[src/rtl/cdt_pkg.sv]
package cdt_pkg;

    localparam int CNT_W   = 8;
    localparam int NSRC    = 4;
    localparam int SEL_W   = $clog2(NSRC);
    localparam int RUN_BIT = CNT_W - 1;
    localparam int PER_BIT = 0;

    typedef enum logic [SEL_W-1:0] {
        SRC_4096HZ = 2'd0,
        SRC_64HZ   = 2'd1,
        SRC_1HZ    = 2'd2,
        SRC_1PMIN  = 2'd3
    } src_e;

    typedef struct packed {
        logic             run;
        logic [SEL_W-1:0] src;
        logic             periodic;
    } ctrl_t;

    typedef struct packed {
        logic [CNT_W-1:0] value;
        logic             expire;
    } step_t;

    // Next counter value for one consumed tick.
    function automatic step_t count_step(input logic [CNT_W-1:0] cur,
                                         input logic [CNT_W-1:0] reload,
                                         input logic             load);
        step_t s;
        s.value  = cur;
        s.expire = 1'b0;
        if (load) begin
            s.value = reload;
        end else if (cur == CNT_W'(1)) begin
            s.value  = reload;
            s.expire = 1'b1;
        end else if (cur != '0) begin
            s.value = cur - CNT_W'(1);
        end
        return s;
    endfunction

endpackage

[src/rtl/cdt_tick_select.sv]
module cdt_tick_select
    import cdt_pkg::*;
(
    input  logic [NSRC-1:0]  tick_in,
    input  logic [SEL_W-1:0] src,
    output logic             tick_sel
);

    logic [NSRC-1:0] hit;

    for (genvar g = 0; g < NSRC; g++) begin : g_src
        assign hit[g] = tick_in[g] && (src == SEL_W'(g));
    end

    assign tick_sel = |hit;

endmodule

[src/rtl/cdt_ctrl_regs.sv]
module cdt_ctrl_regs
    import cdt_pkg::*;
(
    input  logic             clk,
    input  logic             rst,
    input  logic [CNT_W-1:0] wdata,
    input  logic             wr_ctrl,
    input  logic             wr_mode,
    input  logic             wr_reload,
    input  logic             consume,
    input  logic             expire,
    output ctrl_t            ctrl,
    output logic [CNT_W-1:0] reload,
    output logic             load_pend
);

    ctrl_t            ctrl_q;
    logic [CNT_W-1:0] reload_q;
    logic             pend_q;
    logic             turn_on;

    assign turn_on = wr_ctrl && wdata[RUN_BIT] && !ctrl_q.run;

    always_ff @(posedge clk) begin
        if (rst) begin
            ctrl_q   <= '0;
            reload_q <= '0;
            pend_q   <= 1'b0;
        end else begin
            if (wr_ctrl) begin
                ctrl_q.run <= wdata[RUN_BIT];
                ctrl_q.src <= wdata[SEL_W-1:0];
            end else if (expire && !ctrl_q.periodic) begin
                ctrl_q.run <= 1'b0;
            end
            if (wr_mode) begin
                ctrl_q.periodic <= wdata[PER_BIT];
            end
            if (wr_reload) begin
                reload_q <= wdata;
            end
            pend_q <= wr_reload || turn_on || (pend_q && !consume);
        end
    end

    assign ctrl      = ctrl_q;
    assign reload    = reload_q;
    assign load_pend = pend_q;

    assert_oneshot_stop_R5: assert property (@(posedge clk) disable iff (rst)
        expire && !ctrl_q.periodic && !wr_ctrl |=> !ctrl_q.run);

    assert_rearm_on_write_R3: assert property (@(posedge clk) disable iff (rst)
        wr_reload |=> pend_q && reload_q == $past(wdata));

endmodule

[src/rtl/cdt_count_core.sv]
module cdt_count_core
    import cdt_pkg::*;
(
    input  logic             clk,
    input  logic             rst,
    input  logic             step,
    input  logic             load_pend,
    input  logic [CNT_W-1:0] reload,
    output logic [CNT_W-1:0] count,
    output logic             expire
);

    logic [CNT_W-1:0] cnt_q;
    step_t            nxt;

    assign nxt    = count_step(cnt_q, reload, load_pend);
    assign expire = step && nxt.expire;

    always_ff @(posedge clk) begin
        if (rst) begin
            cnt_q <= '0;
        end else if (step) begin
            cnt_q <= nxt.value;
        end
    end

    assign count = cnt_q;

    assert_hold_without_tick_R8: assert property (@(posedge clk) disable iff (rst)
        !step |=> $stable(cnt_q));

    assert_down_by_one_R3: assert property (@(posedge clk) disable iff (rst)
        step && !load_pend && cnt_q > CNT_W'(1) |=> cnt_q == $past(cnt_q) - CNT_W'(1));

    assert_reload_on_expiry_R4: assert property (@(posedge clk) disable iff (rst)
        expire |=> cnt_q == $past(reload));

    assert_zero_idle_R7: assert property (@(posedge clk) disable iff (rst)
        reload == '0 && !load_pend |-> !expire);

endmodule

[src/rtl/cdt_irq_gen.sv]
module cdt_irq_gen (
    input  logic clk,
    input  logic rst,
    input  logic expire,
    input  logic tick_sel,
    input  logic clr_flag,
    input  logic periodic,
    output logic flag,
    output logic irq
);

    logic flag_q;
    logic pulse_q;

    always_ff @(posedge clk) begin
        if (rst) begin
            flag_q  <= 1'b0;
            pulse_q <= 1'b0;
        end else begin
            if (expire)        flag_q <= 1'b1;
            else if (clr_flag) flag_q <= 1'b0;
            if (expire)        pulse_q <= 1'b1;
            else if (tick_sel) pulse_q <= 1'b0;
        end
    end

    assign flag = flag_q;
    assign irq  = periodic ? pulse_q : flag_q;

    assert_flag_on_expiry_R4: assert property (@(posedge clk) disable iff (rst)
        expire |=> flag_q);

    assert_clear_wins_alone_R9: assert property (@(posedge clk) disable iff (rst)
        clr_flag && !expire |=> !flag_q);

    assert_pulse_one_tick_R6: assert property (@(posedge clk) disable iff (rst)
        pulse_q && tick_sel && !expire |=> !pulse_q);

endmodule

[src/rtl/cdt_timer.sv]
module cdt_timer
    import cdt_pkg::*;
(
    input  logic             clk,
    input  logic             rst,
    input  logic [NSRC-1:0]  tick_in,
    input  logic [CNT_W-1:0] wdata,
    input  logic             wr_ctrl,
    input  logic             wr_mode,
    input  logic             wr_reload,
    input  logic             clr_flag,
    output logic [CNT_W-1:0] count_out,
    output logic             flag_out,
    output logic             irq_out
);

    ctrl_t            ctrl;
    logic [CNT_W-1:0] reload;
    logic             load_pend;
    logic             tick_sel;
    logic             consume;
    logic             expire;

    cdt_tick_select u_sel (
        .tick_in  (tick_in),
        .src      (ctrl.src),
        .tick_sel (tick_sel)
    );

    assign consume = tick_sel && ctrl.run;

    cdt_ctrl_regs u_regs (
        .clk       (clk),
        .rst       (rst),
        .wdata     (wdata),
        .wr_ctrl   (wr_ctrl),
        .wr_mode   (wr_mode),
        .wr_reload (wr_reload),
        .consume   (consume),
        .expire    (expire),
        .ctrl      (ctrl),
        .reload    (reload),
        .load_pend (load_pend)
    );

    cdt_count_core u_core (
        .clk       (clk),
        .rst       (rst),
        .step      (consume),
        .load_pend (load_pend),
        .reload    (reload),
        .count     (count_out),
        .expire    (expire)
    );

    cdt_irq_gen u_irq (
        .clk      (clk),
        .rst      (rst),
        .expire   (expire),
        .tick_sel (tick_sel),
        .clr_flag (clr_flag),
        .periodic (ctrl.periodic),
        .flag     (flag_out),
        .irq      (irq_out)
    );

    assert_unselected_ignored_R2: assert property (@(posedge clk) disable iff (rst)
        !tick_in[ctrl.src] |=> $stable(count_out));

endmodule

[config.mk]
export PLATFORM = sky130hd
export DESIGN_NAME = cdt_timer
export DESIGN_NICKNAME = d
export VERILOG_FILES = /design/src/rtl/cdt_pkg.sv /design/src/rtl/cdt_tick_select.sv /design/src/rtl/cdt_ctrl_regs.sv /design/src/rtl/cdt_count_core.sv /design/src/rtl/cdt_irq_gen.sv /design/src/rtl/cdt_timer.sv
export SDC_FILE = /design/constraint.sdc
export NUM_CORES = 1
export LEC_CHECK = 0
export BUFFER_PORTS_ARGS = -buffer_cell sky130_fd_sc_hd__buf_2
export CORE_MARGIN = 2
export CORE_UTILIZATION = 53
export CTS_CLUSTER_DIAMETER = 30
export DETAILED_ROUTE_END_ITERATION = 6
export HOLD_SLACK_MARGIN = 0.15
export PLACE_DENSITY = 0.78
export SYNTH_ARGS = -nofsm -noshare
export SYNTH_HDL_FRONTEND = slang
export SYNTH_HIERARCHICAL = 1
export SYNTH_SLANG_ARGS = --single-unit
[constraint.sdc]
create_clock -name clk -period 2.2 [get_ports clk]
set_input_delay 0.44 -clock clk [delete_from_list [all_inputs] [get_ports clk]]
set_output_delay 0.44 -clock clk [all_outputs]
set_load 0.01 [all_outputs]
==> results of run 1 <==
worst min-delay path: cells and delay by family:
kind	cells	cell delay (ns)
multiplexers	1	0.05
buffers and inverters	1	0.07
AND/OR/NAND/NOR	1	0.07
metrics by stage:
step                      area, um^2  std cells   util
after detailed placement        1410        187  0.631
after CTS                       1440        191  0.644
after floorplan                 1250        134      -
after global routing            1470        194  0.658
after global placement          1410        187  0.631
final                           1470        194  0.658
logic make-up after synthesis:
family | synth area share
AOI/OAI and AO/OA | 0.199
adders and majority gates | 0.0299
buffers and inverters | 0.0499
DFF | 0.367
muxes | 0.144
and+or+nand+nor | 0.211
routing by layer:
layer  routed length [um]  track usage  part of all wire  vias up
met5                    0            0                 0        -
met4                   65       0.0897             0.020        0
met3                  174       0.0371             0.054       10
met2                 1630        0.396              0.50       47
met1                 1380        0.319              0.42      573
li1                     -            -                 -      552
path summary, 6_finish.rpt:
| kind | from | to | slack, ns | cells past startpoint |
|---|---|---|---|---|
| worst max-delay path | u_core/count[0] | u_core/count[4] | 0.06 | 7 |
| worst min-delay path | wdata[5] | u_regs/reload[5] | 0.37 | 3 |
| worst max register to register | u_core/count[0] | u_core/count[4] | 0.06 | 7 |
| worst min register to register | u_irq/pulse_q | u_irq/pulse_q | 0.49 | 2 |
state kept, by name, summed over array words and instances (netlist names):
register          flops
u_core/count          8
u_regs/reload         8
u_regs/ctrl           4
u_irq/flag            1
u_irq/pulse_q         1
u_regs/load_pend      1
layout by cell type, fill, tap and decap left out, drive strengths merged, types with 4 or more instances in the layout:
master	count
inv	7
a32o	4
nor2	18
dfxtp	23
buf	33
mux2i	12
o21ai	4
a21oi	9
nand2	8
timing repair:
| item | 4_1_cts | 5_1_grt |
|---|---|---|
| hold buffers | 0 | 0 |
| endpoints found under the setup margin | 0 | 4 |
| setup buffers | 0 | 3 |
| resized for setup | 0 | 2 |
cell type report:
class | instances | area [um^2]
multi-input cells | 99 | 739
flip-flops and latches | 23 | 460
clock buffers | 3 | 22.5
inverters | 7 | 26.3
well taps | 28 | 35.0
repair buffers | 33 | 180
clock inverters | 1 | 5.00
fillers | 199 | 764
power by group:
part | leakage (nW) | switching [W] | internal [W] | total, W
clock | 0.0177 | 0.000122 | 0.0000678 | 0.000189
combinational | 0.431 | 0.0000921 | 0.0000835 | 0.000176
sequential | 0.188 | 0.0000243 | 0.000436 | 0.000460
total | 0.637 | 0.000238 | 0.000587 | 0.000825
==> impl_metrics.tcl, run 1 <==
set metrics [dict create \
    initial_core_util 0.561 \
    slew_headroom 0.599 \
    crit_path_max_incr_delay_ns 0.51 \
    cp_top_family "compound AO/OA/AOI/OAI gates" \
    wire_per_inst_um 16.8 \
    clock_latency_ns 0.31 \
    routed_wl_um 3250 \
    hp-class "input port to flip-flop" \
    post-route-drc-count 0 \
    timing.hold.ws_ns 0.367 \
    worst_pin_slew_ns 0.596 \
    setup_ws_ns 0.0639 \
    yosysTopAreaCellShare 0.367 \
    pre_cts_slack_ns 0.0863 \
    cp_max_fo 8 \
    grt.overflow.total 0 \
    post-synth-top-area-cell "dfxtp_1" \
    synthCells 134 \
    path_cells "inv_1 -> ha_1 -> or3b_2 -> o41ai_4 -> buf_4 -> a21oi_1 -> o32ai_1" \
    path_clk_slew_ns 0.13 \
    outcome "completed" \
    seq_area_frac_synth 0.367 \
    yosysMostFrequentCell "dfxtp_1" \
    tritoncts "yes" \
    power_density_nw_per_um2 562 \
    syn_nets 155 \
    period_minus_slack_ns 2.14 \
    pin_count 28 \
    firstDrtPassIters 5 \
    grt_pass1_vias 1041 \
    p_leak_nw 0.637 \
    grt_max_degree 23 \
    max_freq_ghz 0.468 \
    yosysUniqueCellTypes 44 \
    netlist_top_cells_area "dfxtp_1 (37%), mux2i_1 (9.6%), nor2_1 (5.4%), a21oi_1 (3.6%), a32o_1 (3.2%)" \
    cp.arrival_ns 2.36 \
    vias 1182 \
    synth_edf_count 0 \
    required_ns 2.42 \
    syn_area_um2 1250 \
    fin_setup_tns_ns 0 \
    synth_warnings 6 \
    routed_via_density 6.09 \
    cts_made_buffers 3 \
    p_total_w 0.000825 \
    crit_buf_inv 2 \
    diodes 0 \
    drt-initial-drc-count 54 \
    synth_seq_cells 23 \
    antenna_found_initial 0 \
    core-area_um2 2230 \
    peakVddDrop_mv 0.424 \
    die_h_um 52.6 \
    final-hold-violation-count 0 \
    syn_avg_cell_area_um2 9.36 \
    ys_async_sr_fraction 0 \
    slew_violations 0 \
    die_area_um2 2770 \
    max_cap_violations 0 \
    critical_path.slowest_cell "or3b_2" \
    start_kind "flip-flop" \
    die_x_um 52.6 \
    portBuffers 27 \
    fin_nets 188 \
    grt_pass1_wl_um 4910 \
    place.gp.congestion 0.980 \
    min_period_over_period 0.971 \
    cts_root_buf "clkbuf_4" \
    end_kind "flip-flop" \
    fin_skew_ns 0.00924 \
    layout-drive-gt1-share 0.289 \
    rsz0062_at_grt "no" \
    hpwl_um 2300 \
    synth-main-ff-cell "dfxtp_1" \
    cts_sinks 23 \
    grt_usage 0.242 \
    htreeDepth 1 \
    ant_nets 0 \
    rows 17 \
    cts_buffer_depth 2 \
    yosys-top-cells-count "dfxtp_1 (23), nor2_1 (18), mux2i_1 (12)" \
    path_class "flip-flop to flip-flop" \
    area_delta_synth_final_pct 17.2 \
    setup_viol 0 \
]
(Power assumes the default switching activity.)
==> run 2, diff against run 1 <==
Settings changed: CORE_MARGIN 2 to 3, RECOVER_POWER from default to 25.
==> run 2 against run 1 <==
- cell count decreased by 1.5%
- flip-flop and latch count unchanged
- largest power group unchanged
- worst hold slack improved by 0.0064 ns
- global-route usage decreased by 2.4 points
- fmax increased by 1.1%
- utilization increased by 3.3 points
- sequential share of layout area increased by 0.44 points
- setup slack improved by 0.022 ns
- power increased by 0.24%
- sequential power about the same
==> impl_metrics.tcl, run 2 (synthesis results as in run 1) <==
set metrics [dict create \
    outcome "completed" \
    postLayoutCoreUtil 0.691 \
    fin_cells 191 \
    min_period_over_period 0.961 \
    initial_core_util 0.596 \
    slew_violations 0 \
    hold_path_end "u_regs/reload[2]" \
    final-hold-violation-count 0 \
    die_area_um2 2980 \
    core-area_um2 2100 \
    required_ns 2.42 \
    multi_input_area_um2 739 \
    firstDrtPassIters 4 \
    path_cells "inv_2 -> ha_1 -> or3b_2 -> o41a_1 -> o21a_1 -> a221oi_2" \
    area_delta_synth_final_pct 15.9 \
    cp.arrival_ns 2.34 \
    portBuffers 27 \
    pin_count 28 \
    end_kind "flip-flop" \
    drt-initial-drc-count 52 \
    final_cell_mix "buf_2 (26), dfxtp_1 (22), nor2_1 (18), mux2i_1 (12), a21oi_1 (9)" \
    reg2reg_to "u_core/count[1]" \
    grt.overflow.total 0 \
    p_switching_w 0.000241 \
    vias 1132 \
    r2r_start "u_core/count[1]" \
    crit_path_max_incr_delay_ns 0.49 \
    cts_buffer_depth 2 \
    htreeDepth 1 \
    antenna_found_initial 0 \
    setup_viol 0 \
    hpwl_um 2300 \
    tritoncts "yes" \
    routed_wl_um 3040 \
    grt_max_degree 23 \
    p_comb_frac 0.207 \
    p_leak_nw 0.627 \
    fin_skew_ns 0.00335 \
    grt_usage 0.218 \
    die_h_um 54.6 \
    routed_via_density 5.93 \
    place.gp.congestion 0.989 \
    cp_max_fo 6 \
    crit_buf_inv 1 \
    num-fill-cells 187 \
    dpl.cell_count 186 \
    path_clk_slew_ns 0.13 \
    r2r_slack_ns 0.09 \
    fin_nets 186 \
    worst_pin_slew_ns 0.719 \
    critical_path.slowest_cell "or3b_2" \
    cts_sinks 23 \
    cts_root_buf "clkbuf_4" \
    timing.hold.ws_ns 0.373 \
    max_freq_ghz 0.473 \
    diodes 0 \
    p_clk_frac 0.237 \
    power_density_nw_per_um2 569 \
    min_path_cells 3 \
    p_total_w 0.000827 \
    hp-class "input port to flip-flop" \
    final_common_cell "buf_2" \
    grt_pass1_wl_um 4730 \
    clock_latency_ns 0.31 \
    p_int_w 0.000586 \
    rows 16 \
    period_minus_slack_ns 2.11 \
    start_kind "flip-flop" \
    wire_per_inst_um 15.9 \
    ant_nets 0 \
    worstHoldStart "wdata[2]" \
    r2r_cells 6 \
    die_x_um 54.6 \
    max_cap_violations 0 \
    pwr-share-seq 0.556 \
    swShare 0.292 \
    post-route-drc-count 0 \
    path_class "flip-flop to flip-flop" \
    fin_setup_tns_ns 0 \
    cts_made_buffers 3 \
    regArea_um2 462 \
    grt_pass1_vias 993 \
    cp_top_family "compound AO/OA/AOI/OAI gates" \
    layout-drive-gt1-share 0.280 \
    peakVddDrop_mv 0.447 \
    slew_headroom 0.517 \
]
run 2: cell count changes in the layout (fill, tap and decap cells not counted):
cell      previous run  this run
buf_2               27        26
buf_4                6         4
clkbuf_1             0         1
dfxtp_1             23        22
dfxtp_2              0         1
run 2: cell type report:
cell class,count,share of cell area
Sequential cell,23,0.318
Clock inverter,1,0.00345
Inverter,7,0.0181
Tap cell,27,0.0233
Clock buffer,3,0.0155
Multi-Input combinational cell,99,0.509
Timing Repair Buffer,31,0.113
run 2: routing by layer:
metal  up-vias  wire length [um]  global-route usage  part of all wire
met1       534              1340               0.303              0.44
met3         2               180              0.0409             0.059
met4         0                10              0.0664            0.0033
met5         -                 0                   0                 0
li1        555                 -                   -                 -
met2        41              1510               0.337              0.50
run 2: through the flow:
| stage | area (um^2) | setup WS [ns] |
|---|---|---|
| finish | 1450 | 0.0862 |
| global route | 1450 | -0.0166 |
| CTS | 1440 | 0.0752 |
| detailed placement | 1410 | 0.105 |
| global placement | 1410 | 0.237 |
| floorplan | 1250 | 0.0991 |
run 2: worst max-delay path by stage:
| stage | end | start | cells after the start |
|---|---|---|---|
| final | u_core/count[1] | u_core/count[1] | 6 |
| after CTS | u_core/count[1] | u_core/count[1] | 6 |
| after detailed placement | u_core/count[1] | u_core/count[1] | 6 |
| after global routing | u_core/count[1] | u_core/count[1] | 6 |
| after floorplan | u_core/count[2] | u_core/count[1] | 6 |
| after global placement | u_core/count[1] | u_core/count[1] | 6 |
run 2: worst register-to-register path, cell delays in order (launching register included):
cell      delay (ns)
dfxtp_1         0.38
inv_2           0.12
ha_1            0.14
or3b_2          0.49
o41a_1          0.48
o21a_1          0.17
a221oi_2        0.26
run 2: power by group through the flow:
stage,registers (W),logic [W],clock network (W)
after global routing,0.000463,0.000187,0.000221
after detailed placement,0.000468,0.000165,0
after floorplan,0.000461,0.000122,0
final,0.000460,0.000171,0.000196
after global placement,0.000467,0.000161,0
after CTS,0.000459,0.000166,0.000201
run 2: timing repair:
item / CTS / global route
hold buffers: 0 / 0
gates resized for setup: 0 / 3
hold endpoints to repair: 0 / 0
buffers inserted: 0 / 1
setup endpoints to repair: 0 / 5
